==> config.mk <==
export PLATFORM = sky130hd
export DESIGN_NAME = sram_bus_ctrl
export DESIGN_NICKNAME = d
export VERILOG_FILES = /design/src/rtl/sram_ctrl_pkg.sv /design/src/rtl/sram_seq_fsm.sv /design/src/rtl/sram_pin_reg.sv /design/src/rtl/sram_rd_capture.sv /design/src/rtl/sram_bus_ctrl.sv
export SDC_FILE = /design/constraint.sdc
export NUM_CORES = 1
export LEC_CHECK = 0
export ABC_CLOCK_PERIOD_IN_PS = 1800
export CORE_MARGIN = 1.5
export CORE_UTILIZATION = 39
export CTS_BUF_LIST = sky130_fd_sc_hd__clkbuf_8
export CTS_CLUSTER_DIAMETER = 150
export CTS_CLUSTER_SIZE = 25
export DETAILED_ROUTE_END_ITERATION = 8
export GPL_TIMING_DRIVEN = 0
export PLACE_DENSITY_LB_ADDON = 0.15
export SYNTH_ARGS = -nofsm -noshare
export SYNTH_HDL_FRONTEND = slang
export SYNTH_HIERARCHICAL = 1
export SYNTH_SLANG_ARGS = --single-unit
==> constraint.sdc <==
create_clock -name clk -period 1.8 [get_ports clk]
set_input_delay 0.18 -clock clk [delete_from_list [all_inputs] [get_ports clk]]
set_output_delay 0.18 -clock clk [all_outputs]
set_load 0.01 [all_outputs]
==> src/rtl/sram_ctrl_pkg.sv <==
package sram_ctrl_pkg;

  typedef enum logic [2:0] {
    ST_IDLE,
    ST_RD_ACC,
    ST_WR_SET,
    ST_WR_PUL,
    ST_WR_HLD,
    ST_RECOV
  } seq_state_t;

  typedef struct packed {
    logic ce_n;
    logic we_n;
    logic oe_n;
    logic dq_oe;
  } pin_ctl_t;

  localparam pin_ctl_t CTL_IDLE = '{ce_n: 1'b1, we_n: 1'b1, oe_n: 1'b1, dq_oe: 1'b0};

endpackage

==> src/rtl/sram_seq_fsm.sv <==
module sram_seq_fsm
  import sram_ctrl_pkg::*;
#(
  parameter int RD_WAIT_CLKS = 2,
  parameter int WE_LOW_CLKS  = 2,
  parameter int RD_TURN_CLKS = 1,
  parameter int WR_IDLE_CLKS = 1
) (
  input  logic     clk,
  input  logic     rst,
  input  logic     req_valid,
  input  logic     req_write,
  input  logic     mask_any,
  output logic     ready,
  output logic     accept,
  output logic     cap,
  output logic     nop_rd,
  output pin_ctl_t ctl_nxt
);

  localparam int M1      = (RD_WAIT_CLKS > WE_LOW_CLKS) ? RD_WAIT_CLKS : WE_LOW_CLKS;
  localparam int M2      = (RD_TURN_CLKS > WR_IDLE_CLKS) ? RD_TURN_CLKS : WR_IDLE_CLKS;
  localparam int CNT_MAX = (M1 > M2) ? M1 : M2;
  localparam int CNT_W   = $clog2(CNT_MAX + 1);

  seq_state_t       st, nxt;
  logic [CNT_W-1:0] cnt, cnt_nxt;

  always_comb begin
    nxt     = st;
    cnt_nxt = cnt;
    accept  = 1'b0;
    cap     = 1'b0;
    nop_rd  = 1'b0;
    unique case (st)
      ST_IDLE: begin
        if (req_valid) begin
          accept = 1'b1;
          if (!mask_any) begin
            nxt     = ST_RECOV;
            cnt_nxt = '0;
            nop_rd  = !req_write;
          end else if (req_write) begin
            nxt     = ST_WR_SET;
            cnt_nxt = '0;
          end else begin
            nxt     = ST_RD_ACC;
            cnt_nxt = CNT_W'(RD_WAIT_CLKS - 1);
          end
        end
      end
      ST_RD_ACC: begin
        if (cnt == '0) begin
          cap     = 1'b1;
          nxt     = ST_RECOV;
          cnt_nxt = CNT_W'(RD_TURN_CLKS - 1);
        end else begin
          cnt_nxt = cnt - 1'b1;
        end
      end
      ST_WR_SET: begin
        nxt     = ST_WR_PUL;
        cnt_nxt = CNT_W'(WE_LOW_CLKS - 1);
      end
      ST_WR_PUL: begin
        if (cnt == '0) nxt = ST_WR_HLD;
        else           cnt_nxt = cnt - 1'b1;
      end
      ST_WR_HLD: begin
        nxt     = ST_RECOV;
        cnt_nxt = CNT_W'(WR_IDLE_CLKS - 1);
      end
      ST_RECOV: begin
        if (cnt == '0) nxt = ST_IDLE;
        else           cnt_nxt = cnt - 1'b1;
      end
      default: nxt = ST_IDLE;
    endcase
  end

  always_comb begin
    unique case (nxt)
      ST_RD_ACC: ctl_nxt = '{ce_n: 1'b0, we_n: 1'b1, oe_n: 1'b0, dq_oe: 1'b0};
      ST_WR_SET: ctl_nxt = '{ce_n: 1'b0, we_n: 1'b1, oe_n: 1'b1, dq_oe: 1'b1};
      ST_WR_PUL: ctl_nxt = '{ce_n: 1'b0, we_n: 1'b0, oe_n: 1'b1, dq_oe: 1'b1};
      ST_WR_HLD: ctl_nxt = '{ce_n: 1'b0, we_n: 1'b1, oe_n: 1'b1, dq_oe: 1'b1};
      default:   ctl_nxt = CTL_IDLE;
    endcase
  end

  always_ff @(posedge clk) begin
    if (rst) begin
      st    <= ST_IDLE;
      cnt   <= '0;
      ready <= 1'b1;
    end else begin
      st    <= nxt;
      cnt   <= cnt_nxt;
      ready <= (nxt == ST_IDLE);
    end
  end


  busy_blocks_accept_chk: assert property (@(posedge clk) disable iff (rst)
    !ready |-> !accept);

endmodule

==> src/rtl/sram_pin_reg.sv <==
module sram_pin_reg
  import sram_ctrl_pkg::*;
#(
  parameter int ADDR_W = 16,
  parameter int DATA_W = 16,
  localparam int LANES = DATA_W / 8
) (
  input  logic              clk,
  input  logic              rst,
  input  logic              accept,
  input  logic [ADDR_W-1:0] req_addr,
  input  logic [DATA_W-1:0] req_wdata,
  input  logic [LANES-1:0]  req_mask,
  input  pin_ctl_t          ctl_nxt,
  output logic [LANES-1:0]  lane_sel,
  output logic              ce_n,
  output logic              we_n,
  output logic              oe_n,
  output logic              dq_oe,
  output logic [LANES-1:0]  be_n,
  output logic [ADDR_W-1:0] addr,
  output logic [DATA_W-1:0] dq_out
);

  logic [LANES-1:0] lane_src;
  assign lane_src = accept ? req_mask : lane_sel;

  always_ff @(posedge clk) begin
    if (rst) begin
      ce_n     <= 1'b1;
      we_n     <= 1'b1;
      oe_n     <= 1'b1;
      dq_oe    <= 1'b0;
      be_n     <= '1;
      lane_sel <= '0;
      addr     <= '0;
      dq_out   <= '0;
    end else begin
      ce_n  <= ctl_nxt.ce_n;
      we_n  <= ctl_nxt.we_n;
      oe_n  <= ctl_nxt.oe_n;
      dq_oe <= ctl_nxt.dq_oe;
      be_n  <= ctl_nxt.ce_n ? '1 : ~lane_src;
      if (accept) begin
        lane_sel <= req_mask;
        addr     <= req_addr;
        dq_out   <= req_wdata;
      end
    end
  end


  no_drive_while_oe_chk: assert property (@(posedge clk) disable iff (rst)
    dq_oe |-> oe_n);


  we_low_frame_chk: assert property (@(posedge clk) disable iff (rst)
    !we_n |-> (!ce_n && oe_n && dq_oe));


  we_rise_stable_chk: assert property (@(posedge clk) disable iff (rst)
    (!ce_n && $rose(we_n)) |-> ($stable(addr) && $stable(dq_out) && dq_oe));


  oe_release_turn_chk: assert property (@(posedge clk) disable iff (rst)
    $rose(oe_n) |-> (!dq_oe && ce_n));

endmodule

==> src/rtl/sram_rd_capture.sv <==
module sram_rd_capture #(
  parameter int DATA_W = 16,
  localparam int LANES = DATA_W / 8
) (
  input  logic              clk,
  input  logic              rst,
  input  logic              cap,
  input  logic              nop_rd,
  input  logic [LANES-1:0]  lane_sel,
  input  logic [DATA_W-1:0] dq_in,
  output logic              rd_valid,
  output logic [DATA_W-1:0] rd_data
);

  logic [DATA_W-1:0] keep;

  for (genvar g = 0; g < LANES; g++) begin : g_lane
    assign keep[g*8 +: 8] = {8{lane_sel[g]}};
  end

  always_ff @(posedge clk) begin
    if (rst) begin
      rd_valid <= 1'b0;
      rd_data  <= '0;
    end else begin
      rd_valid <= cap | nop_rd;
      if (cap)         rd_data <= dq_in & keep;
      else if (nop_rd) rd_data <= '0;
    end
  end


  rd_valid_pulse_chk: assert property (@(posedge clk) disable iff (rst)
    rd_valid |=> !rd_valid);

endmodule

==> src/rtl/sram_bus_ctrl.sv <==
module sram_bus_ctrl
  import sram_ctrl_pkg::*;
#(
  parameter int ADDR_W       = 16,
  parameter int DATA_W       = 16,
  parameter int RD_WAIT_CLKS = 2,
  parameter int WE_LOW_CLKS  = 2,
  parameter int RD_TURN_CLKS = 1,
  parameter int WR_IDLE_CLKS = 1,
  localparam int LANES       = DATA_W / 8
) (
  input  logic              clk,
  input  logic              rst,
  input  logic              req_valid,
  output logic              req_ready,
  input  logic              req_write,
  input  logic [ADDR_W-1:0] req_addr,
  input  logic [DATA_W-1:0] req_wdata,
  input  logic [LANES-1:0]  req_mask,
  output logic              rd_valid,
  output logic [DATA_W-1:0] rd_data,
  output logic              sram_ce_n,
  output logic              sram_we_n,
  output logic              sram_oe_n,
  output logic [LANES-1:0]  sram_be_n,
  output logic [ADDR_W-1:0] sram_addr,
  output logic [DATA_W-1:0] sram_dq_out,
  input  logic [DATA_W-1:0] sram_dq_in,
  output logic              sram_dq_oe
);

  logic             accept, cap, nop_rd;
  pin_ctl_t         ctl_nxt;
  logic [LANES-1:0] lane_sel;

  sram_seq_fsm #(
    .RD_WAIT_CLKS(RD_WAIT_CLKS),
    .WE_LOW_CLKS (WE_LOW_CLKS),
    .RD_TURN_CLKS(RD_TURN_CLKS),
    .WR_IDLE_CLKS(WR_IDLE_CLKS)
  ) u_fsm (
    .clk      (clk),
    .rst      (rst),
    .req_valid(req_valid),
    .req_write(req_write),
    .mask_any (|req_mask),
    .ready    (req_ready),
    .accept   (accept),
    .cap      (cap),
    .nop_rd   (nop_rd),
    .ctl_nxt  (ctl_nxt)
  );

  sram_pin_reg #(
    .ADDR_W(ADDR_W),
    .DATA_W(DATA_W)
  ) u_pins (
    .clk      (clk),
    .rst      (rst),
    .accept   (accept),
    .req_addr (req_addr),
    .req_wdata(req_wdata),
    .req_mask (req_mask),
    .ctl_nxt  (ctl_nxt),
    .lane_sel (lane_sel),
    .ce_n     (sram_ce_n),
    .we_n     (sram_we_n),
    .oe_n     (sram_oe_n),
    .dq_oe    (sram_dq_oe),
    .be_n     (sram_be_n),
    .addr     (sram_addr),
    .dq_out   (sram_dq_out)
  );

  sram_rd_capture #(
    .DATA_W(DATA_W)
  ) u_cap (
    .clk     (clk),
    .rst     (rst),
    .cap     (cap),
    .nop_rd  (nop_rd),
    .lane_sel(lane_sel),
    .dq_in   (sram_dq_in),
    .rd_valid(rd_valid),
    .rd_data (rd_data)
  );


  ready_means_standby_chk: assert property (@(posedge clk) disable iff (rst)
    req_ready |-> (sram_ce_n && sram_we_n && sram_oe_n && !sram_dq_oe));


  drv_off_recovery_chk: assert property (@(posedge clk) disable iff (rst)
    $fell(sram_dq_oe) |-> (sram_ce_n && sram_we_n && !req_ready));

endmodule

==> reports/metrics.cfg, run 1 <==
[detailed_routing]
postRouteAntennaNets = 0
dr.pass1.iters = 4
viasPerCell = 4.88
wl_per_cell_um = 13.5
dr_total_vias = 2244
detail_route.iter0.violations = 50
drc = 0
routed_wl_um = 6220

[clock_network]
cts_root_buf = clkbuf_8
clk_pin_slew_worst_paths_ns = 0.07
clock-sinks = 63
cts_tree = done
clk_latency_ns = 0.32
clockBufferDepth = 2
cts-buffers-inserted = 9
htree_levels = 3

[synth]
syn_inst = 252
synthMuxAreaShare_pct = 13.5
syn-num-nets = 309
ys_seq_elements = 63
synth-simple-area-share_pct = 20.2
synth_cell_types = 38
yosysSeqAreaShare_pct = 50.1
synth_top_area_cell = dfxtp_1
synthXorXnorAreaFrac_pct = 0.348
synth_top_family_by_area = simple AND/OR/NAND/NOR gates
synth_fa_ha_area_share_pct = 1.49
synth_area_um2 = 2520
synth_warnings = 6
synth_top_area_share_pct = 50.1
synth_area_leaders = dfxtp_1, mux2i_1, nor2_1
syn_area_per_cell_um2 = 9.99
synth_compound_area_share_pct = 8.20

[pwr]
switching_share_pct = 27.6
p_per_area_nw_per_um2 = 1080
clkPwrFrac_pct = 31.6
power.internal_mw = 3.20
leakage_nw = 1.54
comb_power_share_pct = 31.6
ir_drop_mv = 0.799
p_switching_mw = 1.22
seqPwrFrac_pct = 36.8

[worst_setup_path]
worstPathArrival_ns = 2.00
worst_setup_path_end_kind = flip-flop
path_buf_inv = 1
critPathKind = reg -> reg
worst_ep_required_time_ns = 2.02
startpoint_type = flip-flop
crit_family = compound AO/OA/AOI/OAI gates
crit_chain = inv_4 -> ha_4 -> a21oi_4 -> o211ai_4 -> a31oi_1 -> a21oi_1 -> or2_4 -> or2_1
slowest_stage = dfxtp_2
max_stage_delay_ns = 0.36
critPathMaxFanout = 4

[placement]
post-place-ws_ns = -0.457
hpwl_um = 4150
routabilityCongestion = 0.823
placed_area_um2 = 3710
io_buffers = 109
dp.cells = 438

[job]
drv_cap = 0

[hold_path]
min_path_type = in -> reg

[final_layout]
layout-drive-gt1-share_pct = 16.2
finish.net_count = 436
instances_no_fill = 460
layout_commonest_cell = clkdlybuf4s50_1
fillers = 541
n_antenna_cell = 0
area_delta_synth_final_pct = 62.5
final_cell_mix = clkdlybuf4s50_1, dfxtp_1, nor2_1
final_area_um2 = 4090

[die]
die_w_um = 83.3
die_area_um2 = 6950
die_y_um = 83.3
core_area_um2 = 6280
io_pins = 110
start_util_pct = 40.1
rows = 29

[global_routing]
grt_antenna_before_repair = 0
busiest_layer = met2
grt_pass1_wl_um = 10400
overflow = 0
grt_max_degree = 11
grt_pass1_vias = 2235
grt.met1_usage_pct = 23.9
gr-usage-met3_pct = 5.77
grt_use_total_pct = 18.4
met2_usage_pct = 28.6

[sta]
fmax_mhz = 560
min_period_over_period_pct = 99.2
setup_viol = 0
max_slew_margin_pct = 71.8
finalMaxSlewViolations = 0
fin_crit_ns = 1.78
setup_ws_ns = 0.0151
hold_viol_final = 0
fin_skew_ns = 0.00713
tightestPinTransition_ns = 0.423

[run_status]
status = completed

[power groups by stage]
stage | Combinational (mW) | Sequential (mW) | Clock [mW]
finish | 1.40 | 1.63 | 1.40
global route | 1.50 | 1.65 | 1.50
CTS | 1.30 | 1.62 | 1.43
detailed placement | 1.22 | 1.65 | 0
global placement | 1.20 | 1.65 | 0
floorplan | 0.655 | 1.71 | 0
[final timing paths]
kind,from,depth (start not counted),slack [ns],to
setup / recovery,u_fsm/cnt[0],8,0.02,u_pins/be_n[1]
hold / removal,sram_dq_in[3],3,0.43,u_cap/rd_data[3]
setup reg to reg,u_fsm/cnt[0],8,0.02,u_pins/be_n[1]
hold reg to reg,u_pins/addr[11],2,0.49,u_pins/addr[11]
[sequential cells by signal, indices dropped and copies added (netlist names), 2 cells and up, named ones only]
name / flops
u_cap/rd_data: 16
u_pins/addr: 16
u_pins/dq_out: 16
u_fsm/st: 3
u_fsm/cnt: 2
u_pins/be_n: 2
[cells in the mapped netlist]
cell type and count:
nand2b_1 2, or4_4 1, ha_1 3, or3b_2 4, o22ai_1 1, nand3b_1 2, nor2_1 39, clkbuf_1 2
o41ai_1 1, o211ai_2 1, inv_2 1, dfxtp_1 63, buf_4 1, or2_1 3, nor3_1 2, or3b_1 12
buf_8 3, a31oi_1 3, buf_6 2, xnor2_1 1, mux2i_1 34, inv_1 4, buf_2 8, clkbuf_2 1
a221oi_2 1, nor2b_1 2, or2_2 3, a21oi_1 21, nor3b_1 2, nand3_1 19, o21ai_0 1, nand2_1 2
and2_1 1, o32a_1 1, a21oi_2 1, a41oi_1 1, buf_1 2, a21o_1 1
[worst register-to-register path, stage by stage (launching register included)]
cell,delay (ns)
dfxtp_2,0.36
inv_4,0.05
ha_4,0.18
a21oi_4,0.18
o211ai_4,0.11
a31oi_1,0.22
a21oi_1,0.11
or2_4,0.26
or2_1,0.20
[layer usage]
metal,wire (um),vias to the layer above
met3,506,4
li1,-,1123
met1,2870,1021
met4,38,0
met2,2800,96
met5,0,-
[logic make-up after synthesis]
logic type | after synthesis
flip-flops | 63
AND/OR/NAND/NOR | 94
adder cells (fa/ha/maj) | 3
XOR/XNOR | 1
multiplexers | 34
buffers and inverters | 24
AO/OA/AOI/OAI | 33
[metrics by stage]
stage                     total power, mW  util, %  TNS, ns  hold WS (ns)
after floorplan                      2.37        -        0         0.239
after global placement               2.85     59.2    -6.57         0.472
after detailed placement             2.87     59.2    -6.88         0.482
after CTS                            4.35     64.0        0         0.408
after global routing                 4.65     65.2   -0.117         0.436
final                                4.43     65.2        0         0.426
[what timing repair did]
action                                  in CTS  in global routing
hold buffers                                 0                  0
resized for setup                            9                 14
pin swaps                                    1                  4
buffers inserted                             4                  3
endpoints found under the setup margin      19                 37
[layout make-up]
type                            instances  area, um^2  area share, %
Sequential cell                        63        1260           30.9
Multi-Input combinational cell        165        1180           28.9
Timing Repair Buffer                  116        1140           28.0
Clock buffer                           12         165           4.04
Buffer                                 19         153           3.73
Tap cell                               77        96.3           2.35
Clock inverter                          3        65.1           1.59
Inverter                                5        21.3          0.520
No activity file was read; power rests on OpenSTA's default activity.
==> inputs of run 2 (changes only) <==
--- a/config.mk
+++ b/config.mk
@@ -7,8 +7,7 @@
 export LEC_CHECK = 0
 export ABC_CLOCK_PERIOD_IN_PS = 1800
 export CORE_MARGIN = 1.5
-export CORE_UTILIZATION = 39
-export CTS_BUF_LIST = sky130_fd_sc_hd__clkbuf_8
+export CORE_UTILIZATION = 38
 export CTS_CLUSTER_DIAMETER = 150
 export CTS_CLUSTER_SIZE = 25
 export DETAILED_ROUTE_END_ITERATION = 8
==> reports/metrics.cfg, run 2 (synthesis gave the netlist of run 1 again) <==
[run_status]
status = completed

[worst_setup_path]
worst_ep_required_time_ns = 2.06
crit_family = simple AND/OR/NAND/NOR gates
worstPathArrival_ns = 2.00
critPathMaxFanout = 10
slowest_stage = or3b_2
crit_chain = buf_6 -> nor3_4 -> and2_4 -> nor3b_4 -> buf_4 -> or3b_2 -> a21oi_1
max_stage_delay_ns = 0.43
startpoint_type = flip-flop
critPathKind = reg -> reg
worst_setup_path_end_kind = flip-flop
path_buf_inv = 2

[final_layout]
layout-drive-gt1-share_pct = 17.0
layout_commonest_cell = clkdlybuf4s50_1
final_cell_mix = clkdlybuf4s50_1, dfxtp_1, nor2_1
finish.net_count = 440
n_antenna_cell = 0
largestRegisters = u_cap/rd_data x16, u_pins/addr x16, u_pins/dq_out x16
area_delta_synth_final_pct = 63.6
fillers = 579

[global_routing]
grt_max_degree = 13
grt_pass1_wl_um = 9890
grt_pass1_vias = 2091
grt_antenna_before_repair = 0
overflow = 0
grt_use_total_pct = 17.4

[die]
io_pins = 110
rows = 29
die_area_um2 = 7120
die_w_um = 84.4
die_y_um = 84.4
core_area_um2 = 6390
start_util_pct = 39.4

[sta]
min_period_over_period_pct = 96.5
fmax_mhz = 576
tns_ns = 0
finalMaxSlewViolations = 0
setup_ws_ns = 0.0629
setup_viol = 0
fin_skew_ns = 0.00704
max_slew_margin_pct = 70.8
hold_viol_final = 0
fin_hold_ws_ns = 0.420
tightestPinTransition_ns = 0.438
fin_crit_ns = 1.74

[placement]
io_buffers = 109
post-place-ws_ns = -0.512
routabilityCongestion = 0.843
hpwl_um = 4320

[detailed_routing]
routed_wl_um = 6260
dr_total_vias = 2223
drc = 0
postRouteAntennaNets = 0
wl_per_cell_um = 13.5
viasPerCell = 4.78
detail_route.iter0.violations = 61
dr.pass1.iters = 4

[clock_network]
cts_root_buf = clkbuf_8
clk_pin_slew_worst_paths_ns = 0.07
cts-buffers-inserted = 9
clockBufferDepth = 2
clock-sinks = 63
clk_latency_ns = 0.33
htree_levels = 3
cts_tree = done

[hold_path]
min_path_type = in -> reg

[pwr]
totalPowerFinal_mw = 4.38
leakage_nw = 1.55
ir_drop_mv = 0.608
p_per_area_nw_per_um2 = 1060

[job]
drv_cap = 0

-- run 2: worst register-to-register path: cells and delay by family (launching register included) --
| kind | cells | cell delay [ns] |
|---|---|---|
| AO/OA/AOI/OAI | 1 | 0.15 |
| buffers and inverters | 2 | 0.31 |
| flip-flops | 1 | 0.38 |
| AND/OR/NAND/NOR | 4 | 0.82 |
-- run 2: worst paths after layout --
kind	slack [ns]	cells after the start	end	start
worst max register to register	0.06	7	u_cap/rd_data[12]	u_fsm/st[2]
worst min register to register	0.49	2	u_pins/addr[3]	u_pins/addr[3]
worst min-delay path	0.42	3	u_cap/rd_data[6]	sram_dq_in[6]
worst max-delay path	0.06	7	u_cap/rd_data[12]	u_fsm/st[2]
-- run 2: stage by stage --
stage	area [um^2]	util (%)	cells
2_1_floorplan	2530	-	252
3_3_place_gp	3710	58.2	438
3_5_place_dp	3710	58.2	438
4_1_cts	4010	62.8	457
5_1_grt	4120	64.5	465
6_report	4120	64.5	465
-- run 2: report_power, final --
part	leakage, nW	total (mW)	switching (mW)	internal, mW
sequential	0.516	1.63	0.0734	1.55
combinational	0.928	1.42	0.630	0.787
clock	0.105	1.33	0.554	0.781
-- run 2: layer usage --
metal	vias up	part of all wire (%)	GRT usage, %	routed length (um)
li1	1128	-	-	-
met1	995	47	22.2	2930
met2	96	45	26.8	2800
met3	4	7.7	6.78	483
met4	0	0.61	6.60	38
met5	-	0	0	0
-- run 2: area by class of cell --
cell class                      count  area [um^2]  area share [%]
Sequential cell                    63         1270            30.8
Multi-Input combinational cell    165         1180            28.7
Timing Repair Buffer              120         1170            28.5
Buffer                             19          156            3.80
Clock buffer                        9          124            3.01
Clock inverter                      7         97.6            2.37
Tap cell                           77         96.3            2.34
Inverter                            5         18.8           0.456
-- run 2: timing repair --
| action | in CTS | in global routing |
|---|---|---|
| hold endpoints to repair | 0 | 0 |
| pin swaps | 1 | 2 |
| hold buffers | 0 | 0 |
| gates resized for setup | 11 | 12 |
| setup buffers | 3 | 8 |
| setup endpoints to repair | 19 | 28 |
